[config.mk]
export PLATFORM = sky130hd
export DESIGN_NAME = warp_coalescer
export DESIGN_NICKNAME = d
export VERILOG_FILES = /design/src/rtl/coal_pkg.sv /design/src/rtl/coal_min_tag.sv /design/src/rtl/coal_lane_match.sv /design/src/rtl/coal_popcount.sv /design/src/rtl/warp_coalescer.sv
export SDC_FILE = /design/constraint.sdc
export NUM_CORES = 2
export LEC_CHECK = 0
export ABC_AREA = 1
export BUFFER_PORTS_ARGS = -buffer_cell sky130_fd_sc_hd__buf_2
export CAP_MARGIN = 0
export CORE_AREA = 2 2 440 442
export CTS_BUF_LIST = sky130_fd_sc_hd__clkbuf_4 sky130_fd_sc_hd__clkbuf_8
export CTS_CLUSTER_DIAMETER = 120
export CTS_CLUSTER_SIZE = 20
export DETAILED_ROUTE_END_ITERATION = 7
export DIE_AREA = 0 0 442 444
export SLEW_MARGIN = 10
export SYNTH_ARGS = -nofsm -noshare
export SYNTH_HDL_FRONTEND = slang
export SYNTH_SLANG_ARGS = --single-unit
export TNS_END_PERCENT = 50
[constraint.sdc]
create_clock -name clk -period 12.6 [get_ports clk]
set_input_delay 0 -clock clk [delete_from_list [all_inputs] [get_ports clk]]
set_output_delay 0 -clock clk [all_outputs]
set_load 0.05 [all_outputs]
[src/rtl/coal_pkg.sv]
package coal_pkg;
  localparam int WORD_BYTES = 4;
  localparam int WORD_SHIFT = 2;

  typedef enum logic {
    ST_IDLE = 1'b0,
    ST_EMIT = 1'b1
  } coal_state_e;
endpackage

[src/rtl/coal_min_tag.sv]
// Reduction tree: smallest segment tag among the lanes still pending.
// LANES must be a power of two.
module coal_min_tag #(
  parameter int LANES = 32,
  parameter int TAG_W = 27
) (
  input  logic [LANES-1:0]       pend,
  input  logic [LANES*TAG_W-1:0] tags,
  output logic                   found,
  output logic [TAG_W-1:0]       min_tag
);
  logic             vv [LANES];
  logic [TAG_W-1:0] tt [LANES];

  always_comb begin
    for (int i = 0; i < LANES; i++) begin
      vv[i] = pend[i];
      tt[i] = tags[i*TAG_W +: TAG_W];
    end
    // in-place pairwise fold; node i reads 2i and 2i+1, never already overwritten
    for (int w = LANES / 2; w >= 1; w = w / 2) begin
      for (int i = 0; i < w; i++) begin
        if (vv[2*i] && (!vv[2*i+1] || (tt[2*i] <= tt[2*i+1]))) begin
          tt[i] = tt[2*i];
        end else begin
          tt[i] = tt[2*i+1];
        end
        vv[i] = vv[2*i] | vv[2*i+1];
      end
    end
    found   = vv[0];
    min_tag = tt[0];
  end
endmodule

[src/rtl/coal_lane_match.sv]
// One comparator per lane: which pending lanes fall in the chosen segment.
module coal_lane_match #(
  parameter int LANES = 32,
  parameter int TAG_W = 27
) (
  input  logic [LANES-1:0]       pend,
  input  logic [LANES*TAG_W-1:0] tags,
  input  logic [TAG_W-1:0]       key,
  output logic [LANES-1:0]       hit
);
  for (genvar i = 0; i < LANES; i++) begin : g_lane
    assign hit[i] = pend[i] && (tags[i*TAG_W +: TAG_W] == key);
  end
endmodule

[src/rtl/coal_popcount.sv]
module coal_popcount #(
  parameter int W   = 32,
  parameter int CW  = $clog2(W + 1)
) (
  input  logic [W-1:0]  bits_in,
  output logic [CW-1:0] count
);
  always_comb begin
    count = '0;
    for (int i = 0; i < W; i++) begin
      count = count + CW'(bits_in[i]);
    end
  end
endmodule

[src/rtl/warp_coalescer.sv]
module warp_coalescer
  import coal_pkg::*;
#(
  parameter int LANES     = 32,
  parameter int ADDR_W    = 32,
  parameter int SEG_BYTES = 32
) (
  input  logic                                  clk,
  input  logic                                  rst_n,
  input  logic                                  req_valid,
  output logic                                  req_ready,
  input  logic [LANES-1:0]                      req_mask,
  input  logic [LANES*ADDR_W-1:0]               req_addr,
  output logic                                  txn_valid,
  input  logic                                  txn_ready,
  output logic [ADDR_W-$clog2(SEG_BYTES)-1:0]   txn_seg,
  output logic [LANES-1:0]                      txn_lanes,
  output logic                                  txn_last,
  output logic                                  stat_valid,
  output logic [$clog2(LANES*SEG_BYTES+1)-1:0]  stat_req_bytes,
  output logic [$clog2(LANES*SEG_BYTES+1)-1:0]  stat_moved_bytes
);
  localparam int SEG_SHIFT = $clog2(SEG_BYTES);
  localparam int TAG_W     = ADDR_W - SEG_SHIFT;
  localparam int CNT_W     = $clog2(LANES + 1);
  localparam int BYTES_W   = $clog2(LANES * SEG_BYTES + 1);

  coal_state_e              state_q;
  logic [LANES-1:0]         pend_q;
  logic [LANES*TAG_W-1:0]   tags_q;
  logic [LANES*TAG_W-1:0]   tags_in;
  logic [BYTES_W-1:0]       req_bytes_q;
  logic [BYTES_W-1:0]       moved_q;
  logic                     stat_q;
  logic [CNT_W-1:0]         active_cnt;
  logic                     found;
  logic [TAG_W-1:0]         min_tag;
  logic [LANES-1:0]         hit;
  logic                     accept;
  logic                     take;

  for (genvar i = 0; i < LANES; i++) begin : g_tag
    assign tags_in[i*TAG_W +: TAG_W] = req_addr[i*ADDR_W + SEG_SHIFT +: TAG_W];
  end

  coal_popcount #(.W(LANES), .CW(CNT_W)) u_cnt (
    .bits_in (req_mask),
    .count   (active_cnt)
  );

  coal_min_tag #(.LANES(LANES), .TAG_W(TAG_W)) u_min (
    .pend    (pend_q),
    .tags    (tags_q),
    .found   (found),
    .min_tag (min_tag)
  );

  coal_lane_match #(.LANES(LANES), .TAG_W(TAG_W)) u_match (
    .pend (pend_q),
    .tags (tags_q),
    .key  (min_tag),
    .hit  (hit)
  );

  assign req_ready        = (state_q == ST_IDLE);
  assign accept           = req_valid && req_ready;
  assign txn_valid        = (state_q == ST_EMIT) && found;
  assign txn_seg          = min_tag;
  assign txn_lanes        = hit;
  assign txn_last         = ((pend_q & ~hit) == '0);
  assign take             = txn_valid && txn_ready;
  assign stat_valid       = stat_q;
  assign stat_req_bytes   = req_bytes_q;
  assign stat_moved_bytes = moved_q;

  always_ff @(posedge clk) begin
    if (!rst_n) begin
      state_q     <= ST_IDLE;
      pend_q      <= '0;
      tags_q      <= '0;
      req_bytes_q <= '0;
      moved_q     <= '0;
      stat_q      <= 1'b0;
    end else begin
      stat_q <= 1'b0;
      if (accept) begin
        pend_q      <= req_mask;
        tags_q      <= tags_in;
        req_bytes_q <= BYTES_W'(active_cnt) << WORD_SHIFT;
        moved_q     <= '0;
        if (req_mask == '0) begin
          stat_q <= 1'b1;
        end else begin
          state_q <= ST_EMIT;
        end
      end else if (take) begin
        pend_q  <= pend_q & ~hit;
        moved_q <= moved_q + BYTES_W'(SEG_BYTES);
        if (txn_last) begin
          state_q <= ST_IDLE;
          stat_q  <= 1'b1;
        end
      end
    end
  end
endmodule

==> results of run 1 <==
-- logic make-up after synthesis --
| kind of cell | count (synthesis) | share of synthesized area, % |
|---|---|---|
| adder cells (fa/ha/maj) | 871 | 13.8 |
| AND/OR/NAND/NOR | 8326 | 42.0 |
| other | 1 | 0.00467 |
| XOR/XNOR | 11 | 0.120 |
| buffers and inverters | 2157 | 11.0 |
| AO/OA/AOI/OAI | 1581 | 10.5 |
| flip-flops | 910 | 22.7 |
-- metrics by stage --
stage,setup slack [ns],util (%),TNS [ns],std cells
floorplan,2.68,-,0,13900
global placement,-0.0211,48.6,-0.0211,17400
detailed placement,-0.00685,48.6,-0.00685,17400
CTS,-0.649,58.8,-0.649,19300
-- layer usage --
metal  overflow  track usage (%)
met2         66             81.2
met3          6             24.9
met4         28             44.0
met5          0             6.01
met1          8             66.2
-- synthesized netlist by cell type (4+ instances only) --
cell type  count  area (sq um)
clkinv_1      23          86.3
fa_1          24           480
nor2_2         4          25.0
nand2_1     6118         23000
nand2_2       40           250
buf_2        196           981
nor3b_1       16           120
ha_1         847         10600
nand3b_1       7          52.6
nand3_1     1321          6610
nand4_1       91           569
nand3_2       13           130
o211ai_1      35           263
clkbuf_1     270          1010
nand2_4        4          45.0
a21oi_2        7          61.3
a21oi_1      360          1800
inv_1       1517          5690
o21ai_0     1008          5040
inv_2         12          45.0
nor2_1       621          2330
buf_6         14           158
o21ai_1       25           125
nor4_1        16           100
o21a_1        29           218
buf_1         27           101
o21ai_2        9          78.8
a21o_1        46           345
a21boi_0       4          30.0
buf_4         98           736
dfxtp_1      910         18200
nor3_1        17          85.1
o21bai_1       4          30.0
a31oi_1       36           225
xor2_1        10          87.6
and2_1        49           307
-- timing repair --
action,4_1_cts
buffers inserted,20
pin swaps,7
setup endpoints to repair,35
hold endpoints to repair,910
hold buffers,1799
cloned,2
resized for setup,110
==> impl_metrics.json, run 1 <==
{
  "grt_overflow": 108,
  "grt_pass1_vias": 108000,
  "synth_edf_count": 0,
  "cts_buffer_depth": 3,
  "synth-seq-area-share_pct": 22.7,
  "die_h_um": 444,
  "error": "[ERROR GRT-0116] Global routing finished with congestion. Check the congestion regions in the DRC Viewer.",
  "synth_seq_cells": 910,
  "cts.sinks": 910,
  "hpwlAfterDp_um": 384000,
  "numCtsBuffers": 55,
  "grt_max_degree": 149,
  "gp_congestion": 1.13,
  "haltStage": "5_1_grt",
  "synth_area_sq_mm": 0.0803,
  "synthFlopType": "dfxtp_1",
  "portBuffers": 974,
  "cts_root_buf": "clkbuf_8",
  "synthArstFlopShare_pct": 0,
  "synth_cell_types": 52,
  "die_w_um": 442,
  "syn_inst": 13900,
  "yosys_warnings": 0,
  "grt_pass1_wl_um": 799000,
  "status": "stopped before the end",
  "initial_core_util_pct": 41.9,
  "htree_levels": 2,
  "ios": 1145,
  "syn_area_per_cell_sq_um": 5.79,
  "grt.total_usage_pct": 57.0,
  "fp-row-count": 161,
  "placed_area_sq_mm": 0.0931
}
==> run 2: changes to the inputs <==
Settings changed: CORE_AREA 2 2 440 442 to not set, CORE_MARGIN set to 2, CORE_UTILIZATION set to 40, CTS_BUF_LIST sky130_fd_sc_hd__clkbuf_4 sky130_fd_sc_hd__clkbuf_8 to not set, CTS_CLUSTER_DIAMETER 120 to not set, CTS_CLUSTER_SIZE 20 to not set, DIE_AREA 0 0 442 444 to not set, PLACE_DENSITY_LB_ADDON set to 0.15.
==> run 2 against run 1 <==
  * The flow now finishes, with violations (DRC, setup timing)
  * Synthesized area is the same
  * Synthesized cell count did not move
==> impl_metrics.json, run 2 <==
{
  "post-synth-top-count-cell": "nand2_1",
  "synth_area_leaders": "nand2_1 29%, dfxtp_1 23%, ha_1 13%",
  "final_area_sq_mm": 0.117,
  "grt_overflow": 0,
  "rsz0062_at_grt": "true",
  "finClkSkew_ns": 0.0354,
  "yosys_warnings": 0,
  "p_seq_share_pct": 8.7,
  "crit_family": "simple AND/OR/NAND/NOR gates",
  "final_common_cell": "nand2_1",
  "areaGrowthSynthToFinish_pct": 46.1,
  "ios": 1145,
  "grt_max_degree": 238,
  "antenna_found_initial": 120,
  "critPathArrivalTime_ns": 12.88,
  "leakage_nw": 58.8,
  "drcViolationCount": 50,
  "slew_violations": 0,
  "ys_top_cells_by_count": "6,118 x nand2_1, 1,517 x inv_1, 1,321 x nand3_1",
  "drtPass1Iterations": 8,
  "route.vias.total": 110000,
  "hpwlAfterDp_um": 391000,
  "drtIter0Drc": 15500,
  "cts.clk_slew.worst_paths_ns": 0.06,
  "hold_viol": 0,
  "totalWireLength_um": 534000,
  "status": "complete, but fails checks",
  "grt_pass1_wl_um": 727000,
  "synthArstFlopShare_pct": 0,
  "drive_gt1_share_pct": 15.1,
  "clock_latency_ns": 0.85,
  "maxSlewHeadroom_pct": 10.2,
  "hold_class": "primary input to register",
  "syn_area_per_cell_sq_um": 5.79,
  "gp_congestion": 1.10,
  "grt_pass1_vias": 103000,
  "p_comb_share_pct": 81.6,
  "crit_path_frequent_cell": "nand2_1",
  "synthFlopType": "dfxtp_1",
  "wl_per_cell_um": 27.3,
  "synth-seq-area-share_pct": 22.7,
  "period_minus_slack_ns": 12.88,
  "power.net_switching_w": 0.0227,
  "place_ws_ns": 0.0154,
  "portBuffers": 974,
  "start_kind": "register",
  "core-area_sq_mm": 0.200,
  "clock_power_share_pct": 9.7,
  "critical-path-slowest-cell": "or4_1",
  "p_sw_share_pct": 59.1,
  "synth_seq_cells": 910,
  "largest_reg_flops": 864,
  "slowest_delay_ns": 0.49,
  "end_kind": "output port",
  "synth_cell_types": 52,
  "cts_root_buf": "clkbuf_16",
  "die-area_sq_mm": 0.204,
  "synth_area_leader_cell": "nand2_1",
  "drv_cap": 0,
  "p_int_w": 0.0157,
  "reg_top3": "tags_q: 864 flops, pend_q: 32 flops",
  "irDropWorstVdd_uv": 355,
  "htree_levels": 3,
  "synth_area_sq_mm": 0.0803,
  "initial_core_util_pct": 40.2,
  "setup_slack_ns": -0.276,
  "ant_nets": 0,
  "worst-path-buf-inv": 20,
  "cts_buffer_depth": 3,
  "synth_top_area_share_pct": 28.6,
  "cts.sinks": 910,
  "top_register": "tags_q",
  "drt-vias-per-instance": 5.63,
  "die_w_um": 452,
  "synth_edf_count": 0,
  "period_share_pct": 102,
  "numCtsBuffers": 114,
  "final_cell_mix": "5,971 x nand2_1, 1,535 x dlygate4sd3_1, 1,510 x inv_1",
  "violations": "DRC, setup timing",
  "setup_violations": 1,
  "crit_type": "register to output port",
  "power_density_mw_per_mm2": 327,
  "syn_inst": 13900,
  "fp-row-count": 164,
  "die_h_um": 452,
  "nets": 18700,
  "cp.required_ns": 12.60,
  "grt.total_usage_pct": 49.6,
  "tightest_slew_ns": 1.35,
  "placed_area_sq_mm": 0.0941,
  "max_freq_ghz": 0.0777,
  "cts_tree": "yes",
  "worst-path-max-fanout": 16
}
run 2: worst reg2reg max path, delay by kind of cell, from the launching register on:
kind	cells	cell delay, ns
DFF	1	0.35
buffers and inverters	19	2.53
AOI/OAI and AO/OA	9	1.57
adders and majority gates	5	1.44
and+or+nand+nor	45	5.98
run 2: path summary, 6_finish.rpt:
check,slack (ns),cells after the start,endpoint,start
worst min-delay path,0.002,4,tags_q[825]$_SDFFE_PN0P_,req_addr[980]
worst max-delay path,-0.28,77,txn_last,tags_q[755]$_SDFFE_PN0P_
worst min register to register,0.46,1,stat_moved_bytes[10]$_SDFFE_PP0P_,stat_moved_bytes[10]$_SDFFE_PP0P_
worst max register to register,0.58,78,state_q$_SDFFE_PN0P_,tags_q[755]$_SDFFE_PN0P_
run 2: area by class of cell:
type                    instances  area, sq um
diodes                         81          203
well taps                    2656         3320
clock buffers                 168         3410
inverters                    1552         5850
clock inverters                49          656
multi-input cells           10800        55300
repair buffers               3356        30300
flip-flops and latches        910        18200
fillers                     18800        82400
run 2: logic make-up (layout without fill, tap and decap cells):
kind of cell    after synthesis  count (layout)  share of synthesized area (%)
fa+ha+maj                   871             871                           13.8
other cells                   1              91                        0.00467
xor+xnor                     11              11                          0.120
buf+inv                    2157            5125                           11.0
flops                       910             910                           22.7
compound gates             1581            1585                           10.5
simple gates               8326            8331                           42.0
run 2: power groups by stage:
stage	registers, W	logic (W)	clock network (W)
3_5_place_dp	0.00336	0.0280	0
6_report	0.00332	0.0313	0.00374
5_1_grt	0.00333	0.0318	0.00382
4_1_cts	0.00330	0.0286	0.00371
3_3_place_gp	0.00336	0.0280	0
2_1_floorplan	0.00330	0.0117	0
run 2: timing repair:
| item | CTS | global route |
|---|---|---|
| endpoints found under the hold margin | 910 | 0 |
| hold buffers | 1535 | 0 |
| gates cloned | 5 | 23 |
| setup endpoints to repair | 26 | 37 |
| resized for setup | 142 | 487 |
| pin swaps | 20 | 82 |
| buffers inserted | 17 | 59 |
run 2: per-stage QoR:
stage	total power (W)	util (%)	TNS [ns]	cells	hold slack, ns
CTS	0.0357	57.2	0	19400	0.000170
detailed placement	0.0313	47.1	0	17600	0.204
global route	0.0389	58.7	-2.03	19500	0.0231
finish	0.0384	58.7	-0.276	19600	0.00181
global placement	0.0314	47.1	0	17600	0.199
floorplan	0.0150	-	0	13900	0.113
run 2: metal layers:
metal	track usage [%]	wire (um)	vias up
met5	0.746	511	-
met4	43.9	57800	78
met3	15.2	61300	2568
met2	73.9	221000	7702
met1	57.3	193000	50200
li1	-	-	49800
(Power assumes the default switching activity.)
